<file path="config.mk">
export PLATFORM = sky130hd
export DESIGN_NAME = pfd_top
export DESIGN_NICKNAME = d
export VERILOG_FILES = /design/src/rtl/pfd_pkg.sv /design/src/rtl/pfd_sync.sv /design/src/rtl/pfd_edge.sv /design/src/rtl/pfd_fsm.sv /design/src/rtl/pfd_top.sv
export SDC_FILE = /design/constraint.sdc
export NUM_CORES = 1
export LEC_CHECK = 0
export ABC_CLOCK_PERIOD_IN_PS = 1800
export BUFFER_PORTS_ARGS = -buffer_cell sky130_fd_sc_hd__buf_2
export CAP_MARGIN = 30
export CORE_AREA = 2 2 39 41
export DETAILED_ROUTE_END_ITERATION = 8
export DIE_AREA = 0 0 41 43
export PLACE_DENSITY = 0.57
export SYNTH_ARGS = -nofsm -noshare
export SYNTH_HDL_FRONTEND = slang
export SYNTH_SLANG_ARGS = --single-unit
</file>
<file path="constraint.sdc">
create_clock -name clk -period 1.8 [get_ports clk]
set_input_delay 0.18 -clock clk [delete_from_list [all_inputs] [get_ports clk]]
set_output_delay 0.18 -clock clk [all_outputs]
set_load 0.1 [all_outputs]
</file>
<file path="src/rtl/pfd_pkg.sv">
package pfd_pkg;

    typedef enum logic [1:0] {
        PFD_HOLD = 2'd0,
        PFD_UP   = 2'd1,
        PFD_DN   = 2'd2
    } pfd_state_e;

    localparam int PFD_NCH = 2;
    localparam int PFD_CH_SIG = 0;
    localparam int PFD_CH_CMP = 1;

endpackage

</file>
<file path="src/rtl/pfd_sync.sv">
module pfd_sync #(
    parameter int STAGES = 2
) (
    input  logic clk,
    input  logic rst,
    input  logic d_i,
    output logic q_o
);
    localparam int LAST = STAGES - 1;

    logic [LAST:0] chain_q;

    generate
        if (STAGES == 1) begin : g_single
            always_ff @(posedge clk) begin
                if (rst) chain_q <= '0;
                else     chain_q <= d_i;
            end
        end else begin : g_chain
            always_ff @(posedge clk) begin
                if (rst) chain_q <= '0;
                else     chain_q <= {chain_q[LAST-1:0], d_i};
            end
        end
    endgenerate

    assign q_o = chain_q[LAST];

    initial begin
        assert_depth_R2: assert (STAGES >= 2)
            else $error("synchroniser needs at least two stages");
    end
endmodule

</file>
<file path="src/rtl/pfd_edge.sv">
module pfd_edge (
    input  logic clk,
    input  logic rst,
    input  logic level_i,
    output logic rise_o
);
    logic prev_q;

    always_ff @(posedge clk) begin
        if (rst) prev_q <= 1'b0;
        else     prev_q <= level_i;
    end

    assign rise_o = level_i & ~prev_q;

    // A detected edge lasts exactly one cycle
    assert_edge_single_R2: assert property (@(posedge clk) disable iff (rst)
        rise_o |=> !rise_o);

    // Falling level never reports an edge
    assert_no_fall_edge_R8: assert property (@(posedge clk) disable iff (rst)
        !level_i |-> !rise_o);
endmodule

</file>
<file path="src/rtl/pfd_fsm.sv">
module pfd_fsm
    import pfd_pkg::*;
(
    input  logic clk,
    input  logic rst,
    input  logic sig_rise_i,
    input  logic cmp_rise_i,
    output logic pull_up_o,
    output logic pull_dn_o,
    output logic drive_en_o,
    output logic lock_o
);
    pfd_state_e state_q, state_d;

    always_comb begin
        state_d = state_q;
        unique case (state_q)
            PFD_HOLD: begin
                if (sig_rise_i && !cmp_rise_i)      state_d = PFD_UP;   // T_SIG_LEAD
                else if (cmp_rise_i && !sig_rise_i) state_d = PFD_DN;   // T_CMP_LEAD
            end
            PFD_UP: begin
                if (cmp_rise_i && !sig_rise_i)      state_d = PFD_HOLD; // T_UP_CLEAR
            end
            PFD_DN: begin
                if (sig_rise_i && !cmp_rise_i)      state_d = PFD_HOLD; // T_DN_CLEAR
            end
            default:                                state_d = PFD_HOLD;
        endcase
    end

    always_ff @(posedge clk) begin
        if (rst) state_q <= PFD_HOLD;                                   // T_RESET
        else     state_q <= state_d;
    end

    always_comb begin
        pull_up_o  = 1'b0;
        pull_dn_o  = 1'b0;
        drive_en_o = 1'b0;
        lock_o     = 1'b1;
        unique case (state_q)
            PFD_HOLD: ;
            PFD_UP: begin
                pull_up_o  = 1'b1;
                drive_en_o = 1'b1;
                lock_o     = 1'b0;
            end
            PFD_DN: begin
                pull_dn_o  = 1'b1;
                drive_en_o = 1'b1;
                lock_o     = 1'b0;
            end
            default: ;
        endcase
    end

    assert_reset_hold_R1: assert property (@(posedge clk)
        rst |=> (lock_o && !drive_en_o));

    assert_exclusive_R9: assert property (@(posedge clk) disable iff (rst)
        !(pull_up_o && pull_dn_o));

    assert_enable_R9: assert property (@(posedge clk) disable iff (rst)
        drive_en_o == (pull_up_o | pull_dn_o));

    assert_lock_R9: assert property (@(posedge clk) disable iff (rst)
        lock_o != drive_en_o);

    assert_up_clear_R5: assert property (@(posedge clk) disable iff (rst)
        (pull_up_o && cmp_rise_i && !sig_rise_i) |=> lock_o);

    assert_dn_clear_R5: assert property (@(posedge clk) disable iff (rst)
        (pull_dn_o && sig_rise_i && !cmp_rise_i) |=> lock_o);

    assert_both_edges_R7: assert property (@(posedge clk) disable iff (rst)
        (sig_rise_i && cmp_rise_i) |=> ($stable(pull_up_o) && $stable(pull_dn_o)));

    assert_hold_start_R3: assert property (@(posedge clk) disable iff (rst)
        (lock_o && sig_rise_i && !cmp_rise_i) |=> pull_up_o);

    assert_hold_start_R4: assert property (@(posedge clk) disable iff (rst)
        (lock_o && cmp_rise_i && !sig_rise_i) |=> pull_dn_o);

    assert_dn_stays_R6: assert property (@(posedge clk) disable iff (rst)
        (pull_dn_o && !sig_rise_i) |=> pull_dn_o);
endmodule

</file>
<file path="src/rtl/pfd_top.sv">
module pfd_top
    import pfd_pkg::*;
#(
    parameter int SYNC_STAGES = 2
) (
    input  logic clk,
    input  logic rst,
    input  logic sig_in,
    input  logic cmp_in,
    output logic pull_up_o,
    output logic pull_dn_o,
    output logic drive_en_o,
    output logic lock_o
);
    logic [PFD_NCH-1:0] raw_in;
    logic [PFD_NCH-1:0] synced;
    logic [PFD_NCH-1:0] rise;

    assign raw_in[PFD_CH_SIG] = sig_in;
    assign raw_in[PFD_CH_CMP] = cmp_in;

    generate
        for (genvar ch = 0; ch < PFD_NCH; ch++) begin : g_chan
            pfd_sync #(.STAGES(SYNC_STAGES)) u_sync (
                .clk (clk),
                .rst (rst),
                .d_i (raw_in[ch]),
                .q_o (synced[ch])
            );
            pfd_edge u_edge (
                .clk     (clk),
                .rst     (rst),
                .level_i (synced[ch]),
                .rise_o  (rise[ch])
            );
        end
    endgenerate

    pfd_fsm u_fsm (
        .clk        (clk),
        .rst        (rst),
        .sig_rise_i (rise[PFD_CH_SIG]),
        .cmp_rise_i (rise[PFD_CH_CMP]),
        .pull_up_o  (pull_up_o),
        .pull_dn_o  (pull_dn_o),
        .drive_en_o (drive_en_o),
        .lock_o     (lock_o)
    );
endmodule

</file>
==> flow_summary.json, run 1 <==
{
  "synth_simple_gate_area_frac": 0.262,
  "gpl.final_weighted_congestion": 0.659,
  "yosysUniqueCellTypes": 15,
  "arrival_ns": 1.44,
  "hold_violations": 0,
  "drc_errors": 0,
  "gr-usage-all-layers": 0.0805,
  "worst_r2r_path_depth": 4,
  "sequential_cell_area_um2": 160,
  "leakagePower_nw": 0.172,
  "setup_slack_ns": 0.184,
  "die_w_um": 41,
  "drt-wirelength-per-cell_um": 8.97,
  "power_per_cell_area_nw_per_um2": 942,
  "fraction_of_synthesized_area_in_multiplexers": 0,
  "initialDrtViolationCount": 2,
  "core.rowCount": 14,
  "yosysSeqAreaShare": 0.448,
  "drt-total-wl_um": 529,
  "worstSetupPathType": "reg -> out",
  "ant_nets": 0,
  "worstSetupEndpointType": "output port",
  "fin_tns_setup_ns": 0,
  "die_area_um2": 1760,
  "placement.setup.worst_slack_ns": 0.440,
  "placement.io_buffers": 7,
  "clkSlewWorstSetupHoldPaths_ns": 0.05,
  "clkLatencyLatePin_ns": 0.24,
  "count_of_nets_after_finishing": 52,
  "timing.critical_path.depth": 3,
  "post_route_cells_drive_above_1_share": 0.349,
  "count_of_instances_resized_after_the_clock_tree_is_built": 0,
  "critPathRequiredTime_ns": 1.62,
  "timing.critical_path.from_type": "flop",
  "worst_hold_slack_ns": 0.148,
  "synth_xor_area_frac": 0,
  "numClockSinks": 8,
  "slew_violations": 0,
  "synth_top_cell_area_share": 0.448,
  "skew_ns": 0.000147,
  "synth.net_count": 40,
  "yosysWarnings": 0,
  "totalPowerFinal_mw": 0.426,
  "pin_count_of_the_biggest_net_entering_global_routing": 9,
  "ctsHoldBuffers": 0,
  "core_area_um2": 1380,
  "cts_tree": "built",
  "max-clock-path-buffers": 2,
  "max_stage_delay_ns": 0.42,
  "die_height_um": 43,
  "tritoncts.num_buffers": 3,
  "yosys-top-cells-area": "sky130_fd_sc_hd__dfxtp_1 45%, sky130_fd_sc_hd__ha_1 10%, sky130_fd_sc_hd__nor2b_1 10%",
  "hold_path.class": "in -> reg",
  "min_period_over_period": 0.898,
  "postCtsSetupRepairBufs": 0,
  "num_vias": 270,
  "tightest_slew_ns": 0.484,
  "path_buf_inv": 2,
  "status": "finished, final reports clean",
  "max_cap_viol_count": 0,
  "synth_adder_area_share": 0.105,
  "grt_overflow": 0,
  "number_of_iterations_in_the_first_detailed_routing_pass": 4,
  "number_of_antenna_violations_at_the_first_check_in_global_routing": 0,
  "htree_levels": 1,
  "worst_path_dominant_cell_family": "buffers and inverters",
  "ir_worst_vdd_mv": 0.366,
  "cp_max_fo": 4,
  "io-pin-count": 8,
  "insertedDiodeCount": 0,
  "final_period_minus_worst_setup_slack_ns": 1.62,
  "multiInputGateArea_um2": 199,
  "start_util": 0.259,
  "grt_first_pass_wirelength_um": 938,
  "path_cells": "inv_1, ha_4, buf_2",
  "dominant_combinational_cell_family_by_area_after_synthesis": "simple AND/OR/NAND/NOR gates",
  "grt_pass1_vias": 248,
  "ys_ff_latch": 8,
  "relSlewSlack": 0.679,
  "fmaxAchievable_mhz": 619,
  "setup_violations": 0,
  "rsz0062_at_grt": "false",
  "viasPerCell": 4.58,
  "worst_path_max_delay_cell": "sky130_fd_sc_hd__buf_2",
  "worst_hold_stages": 2,
  "synthesized_area_divided_by_synthesized_cell_count_um2": 10.8,
  "cts_root_buffer": "sky130_fd_sc_hd__clkbuf_4",
  "num-fill-cells": 144,
  "synth_compound_area_frac": 0.154,
  "netlist_instances": 33,
  "syn-cell-area_um2": 358,
  "area_growth_pct": 26.2,
  "synth_top_area_cell": "sky130_fd_sc_hd__dfxtp_1"
}
-- final timing paths --
| check | from | slack (ns) | end |
|---|---|---|---|
| max | u_fsm.state_q[1] | 0.18 | drive_en_o |
| min | sig_in | 0.15 | g_chan[0].u_sync.chain_q[0] |
| max reg2reg | u_fsm.state_q[0] | 0.53 | u_fsm.state_q[1] |
| min reg2reg | g_chan[1].u_sync.chain_q[0] | 0.43 | g_chan[1].u_sync.chain_q[1] |
-- stage by stage --
stage,utilization,instances,area (µm²)
6_report,0.326,59,452
5_1_grt,0.326,59,452
4_1_cts,0.326,59,452
3_5_place_dp,0.310,56,429
3_3_place_gp,0.310,56,429
2_1_floorplan,-,33,374
-- cells by family after synthesis --
family	Yosys count
simple gates	13
compound gates	6
fa+ha+maj	3
buf+inv	3
flops	8
-- cell type report --
| class | count | share of cell area |
|---|---|---|
| Multi-Input combinational cell | 22 | 0.440 |
| Inverter | 3 | 0.0332 |
| Timing Repair Buffer | 7 | 0.0776 |
| Sequential cell | 8 | 0.355 |
| Tap cell | 16 | 0.0443 |
| Clock buffer | 3 | 0.0499 |
-- cells in the mapped netlist, drive strengths merged --
library cell  n
o211ai        2
ha            3
a31oi         1
inv           3
and2b         1
o221ai        1
nand4b        2
nor3          1
a311oi        1
o21ai         1
nand2b        2
nor2b         7
dfxtp         8
-- flip-flops by register name, summed over array words and instances, names as in the netlist --
signal and count:
g_chan.u_sync.chain_q 4, u_fsm.state_q 2, g_chan.u_edge.prev_q 2
-- layout by cell type (no fill, tap or decap) --
master                       n
sky130_fd_sc_hd__a31oi_1     1
sky130_fd_sc_hd__o211ai_1    1
sky130_fd_sc_hd__nor3_1      1
sky130_fd_sc_hd__o221ai_1    1
sky130_fd_sc_hd__a311oi_2    1
sky130_fd_sc_hd__clkinvlp_4  1
sky130_fd_sc_hd__clkbuf_4    3
sky130_fd_sc_hd__and2b_1     1
sky130_fd_sc_hd__dfxtp_1     8
sky130_fd_sc_hd__o21ai_0     1
sky130_fd_sc_hd__nand2b_1    2
sky130_fd_sc_hd__nand4b_1    2
sky130_fd_sc_hd__nor2b_1     6
sky130_fd_sc_hd__ha_1        2
sky130_fd_sc_hd__nor2b_4     1
sky130_fd_sc_hd__buf_2       7
sky130_fd_sc_hd__inv_1       2
sky130_fd_sc_hd__ha_4        1
sky130_fd_sc_hd__o211ai_2    1
-- metal layers --
layer | GRT usage | wire length [µm] | vias up
met1 | 0.0939 | 226 | 126
met5 | 0 | 0 | -
li1 | - | - | 137
met3 | 0.0314 | 34 | 0
met2 | 0.113 | 268 | 7
met4 | 0.0600 | 0 | 0
-- power breakdown --
part	internal, mW	switching, mW	leakage [nW]
combinational	0.0264	0.0790	0.0928
clock	0.0758	0.0539	0.0138
sequential	0.185	0.00499	0.0657
total	0.288	0.138	0.172
Note: power is estimated with default switching activity, not from simulation.
==> run 2, diff against run 1 <==
--- a/config.mk
+++ b/config.mk
@@ -6,12 +6,12 @@
 export NUM_CORES = 1
 export LEC_CHECK = 0
 export ABC_CLOCK_PERIOD_IN_PS = 1800
-export BUFFER_PORTS_ARGS = -buffer_cell sky130_fd_sc_hd__buf_2
 export CAP_MARGIN = 30
 export CORE_AREA = 2 2 39 41
 export DETAILED_ROUTE_END_ITERATION = 8
 export DIE_AREA = 0 0 41 43
-export PLACE_DENSITY = 0.57
+export DONT_BUFFER_PORTS = 1
+export PLACE_DENSITY = 0.52
 export SYNTH_ARGS = -nofsm -noshare
 export SYNTH_HDL_FRONTEND = slang
 export SYNTH_SLANG_ARGS = --single-unit
==> run 2 against run 1 <==
Effect of this change:
- combinational power grew 6%
- sequential share of layout area shrank 0.39 points
- first-iteration DRC count grew to 5.5 times the previous value
- maximum frequency up 6.9%
- clock power grew 5%
- cell area up 1.1%
- count of clock-buffer cells in the layout is the same
- wire length rose by 25%
- global-route usage grew 1.8 points
- largest cell class unchanged
- critical endpoint is now lock_o
- utilization up 0.36 points
- sequential power hardly changed
==> flow_summary.json, run 2 (synthesized netlist as in run 1, its figures left out) <==
{
  "path_cells": "inv_1, ha_4, clkinvlp_4, buf_4",
  "final_period_minus_worst_setup_slack_ns": 1.51,
  "tritoncts.num_buffers": 3,
  "max-clock-path-buffers": 2,
  "worstSetupPathType": "reg -> out",
  "slew_violations": 0,
  "path_buf_inv": 3,
  "skew_ns": 0.00653,
  "numClockSinks": 8,
  "regMostFlops": "g_chan.u_sync.chain_q",
  "largestRegisters": "g_chan.u_sync.chain_q (4), g_chan.u_edge.prev_q (2), u_fsm.state_q (2)",
  "grt-busiest-layer": "met2",
  "cts_tree": "built",
  "max_cap_viol_count": 0,
  "max_stage_delay_ns": 0.38,
  "area_growth_pct": 27.6,
  "number_of_iterations_in_the_first_detailed_routing_pass": 4,
  "grtUsageMet3": 0.0366,
  "number_of_antenna_violations_at_the_first_check_in_global_routing": 0,
  "arrival_ns": 1.33,
  "drc_errors": 0,
  "post_route_cells_drive_above_1_share": 0.293,
  "ant_nets": 0,
  "largest_register_ff_count": 4,
  "die_area_um2": 1760,
  "initialDrtViolationCount": 11,
  "pin_count_of_the_biggest_net_entering_global_routing": 9,
  "placement.io_buffers": 0,
  "io-pin-count": 8,
  "drt-total-wl_um": 662,
  "core.rowCount": 14,
  "count_of_nets_after_finishing": 50,
  "grt_first_pass_wirelength_mm": 1.15,
  "worst_hold_slack_ns": 0.0636,
  "worstSetupEndpointType": "output port",
  "hold_path.class": "in -> reg",
  "mostFrequentLayoutCells": "8 x sky130_fd_sc_hd__dfxtp_1, 6 x sky130_fd_sc_hd__nor2b_1, 4 x sky130_fd_sc_hd__buf_4",
  "use_met2": 0.138,
  "rsz0062_at_grt": "false",
  "leakagePower_nw": 0.166,
  "hpwlAfterDp_um": 452,
  "fmaxAchievable_mhz": 661,
  "fin_area_um2": 457,
  "core_area_um2": 1380,
  "critPathRequiredTime_ns": 1.62,
  "min_period_over_period": 0.840,
  "worst_path_dominant_cell_family": "buffers and inverters",
  "status": "finished, final reports clean",
  "grt_overflow": 0,
  "drt-wirelength-per-cell_um": 11.6,
  "tightest_slew_ns": 0.320,
  "clkLatencyLatePin_ns": 0.25,
  "worst_path_max_delay_cell": "sky130_fd_sc_hd__dfxtp_1",
  "timing.critical_path.from_type": "flop",
  "die_height_um": 43,
  "gpl.final_weighted_congestion": 0.681,
  "layout.cells.most_common": "sky130_fd_sc_hd__dfxtp_1",
  "hold_violations": 0,
  "gr-usage-all-layers": 0.0986,
  "grt_pass1_vias": 286,
  "ir_worst_vdd_mv": 0.381,
  "start_util": 0.259,
  "cp_max_fo": 4,
  "setup_violations": 0,
  "relSlewSlack": 0.786,
  "placed_area_um2": 424,
  "clkSlewWorstSetupHoldPaths_ns": 0.06,
  "die_w_um": 41,
  "power_per_cell_area_nw_per_um2": 958,
  "cts_root_buffer": "sky130_fd_sc_hd__clkbuf_4",
  "insertedDiodeCount": 0,
  "htree_levels": 1,
  "global_route.usage.met1": 0.104,
  "viasPerCell": 4.89,
  "num_vias": 279,
  "totalPowerFinal_mw": 0.437
}
-- run 2: cell count changes in the layout (fill, tap and decap cells not counted) --
| cell | previous run | this run |
|---|---|---|
| sky130_fd_sc_hd__buf_4 | 0 | 4 |
| sky130_fd_sc_hd__dlygate4sd3_1 | 0 | 1 |
| sky130_fd_sc_hd__buf_2 | 7 | 0 |
-- run 2: per-stage QoR --
stage | instances | setup WS (ns) | TNS (ns) | utilization
after CTS | 57 | 0.291 | 0 | 0.330
final | 57 | 0.288 | 0 | 0.330
after global placement | 53 | 0.576 | 0 | 0.307
after detailed placement | 53 | 0.559 | 0 | 0.307
after floorplan | 33 | -0.00953 | -0.00953 | -
after global routing | 57 | 0.217 | 0 | 0.330
-- run 2: metal layers --
metal	share of wire	vias up
met5	0	-
met4	0	0
met3	0.054	0
met2	0.54	7
met1	0.40	135
li1	-	137
-- run 2: path summary, 6_finish.rpt --
kind	from	endpoint	slack, ns	cells after the start
max	u_fsm.state_q[0]	lock_o	0.29	4
min	cmp_in	g_chan[1].u_sync.chain_q[0]	0.06	1
max reg2reg	u_fsm.state_q[0]	u_fsm.state_q[1]	0.53	4
min reg2reg	g_chan[1].u_sync.chain_q[0]	g_chan[1].u_sync.chain_q[1]	0.44	1
-- run 2: worst register-to-register path: stages (launching register included) --
cell and delay (ns):
sky130_fd_sc_hd__dfxtp_1 0.38, sky130_fd_sc_hd__inv_1 0.11, sky130_fd_sc_hd__ha_1 0.25, sky130_fd_sc_hd__nand4b_1 0.19
sky130_fd_sc_hd__a311oi_2 0.25
-- run 2: report_power, final --
| part | switching [mW] | total (mW) | internal [mW] | leakage (nW) |
|---|---|---|---|---|
| registers | 0.00530 | 0.191 | 0.185 | 0.0657 |
| logic | 0.0807 | 0.111 | 0.0305 | 0.0868 |
| clock network | 0.0594 | 0.136 | 0.0762 | 0.0138 |
-- run 2: final cells by class --
type / count / area (µm²)
Fill cell: 142 / 927
Multi-Input combinational cell: 22 / 199
Sequential cell: 8 / 160
Timing Repair Buffer: 5 / 40.0
Clock buffer: 3 / 22.5
Tap cell: 16 / 20.0
Inverter: 3 / 15.0
-- run 2: repair_timing --
action                                 in CTS  in global routing
endpoints found under the hold margin       8                  0
hold buffers                                1                  0
setup buffers                               0                  0
resized for setup                           0                  0
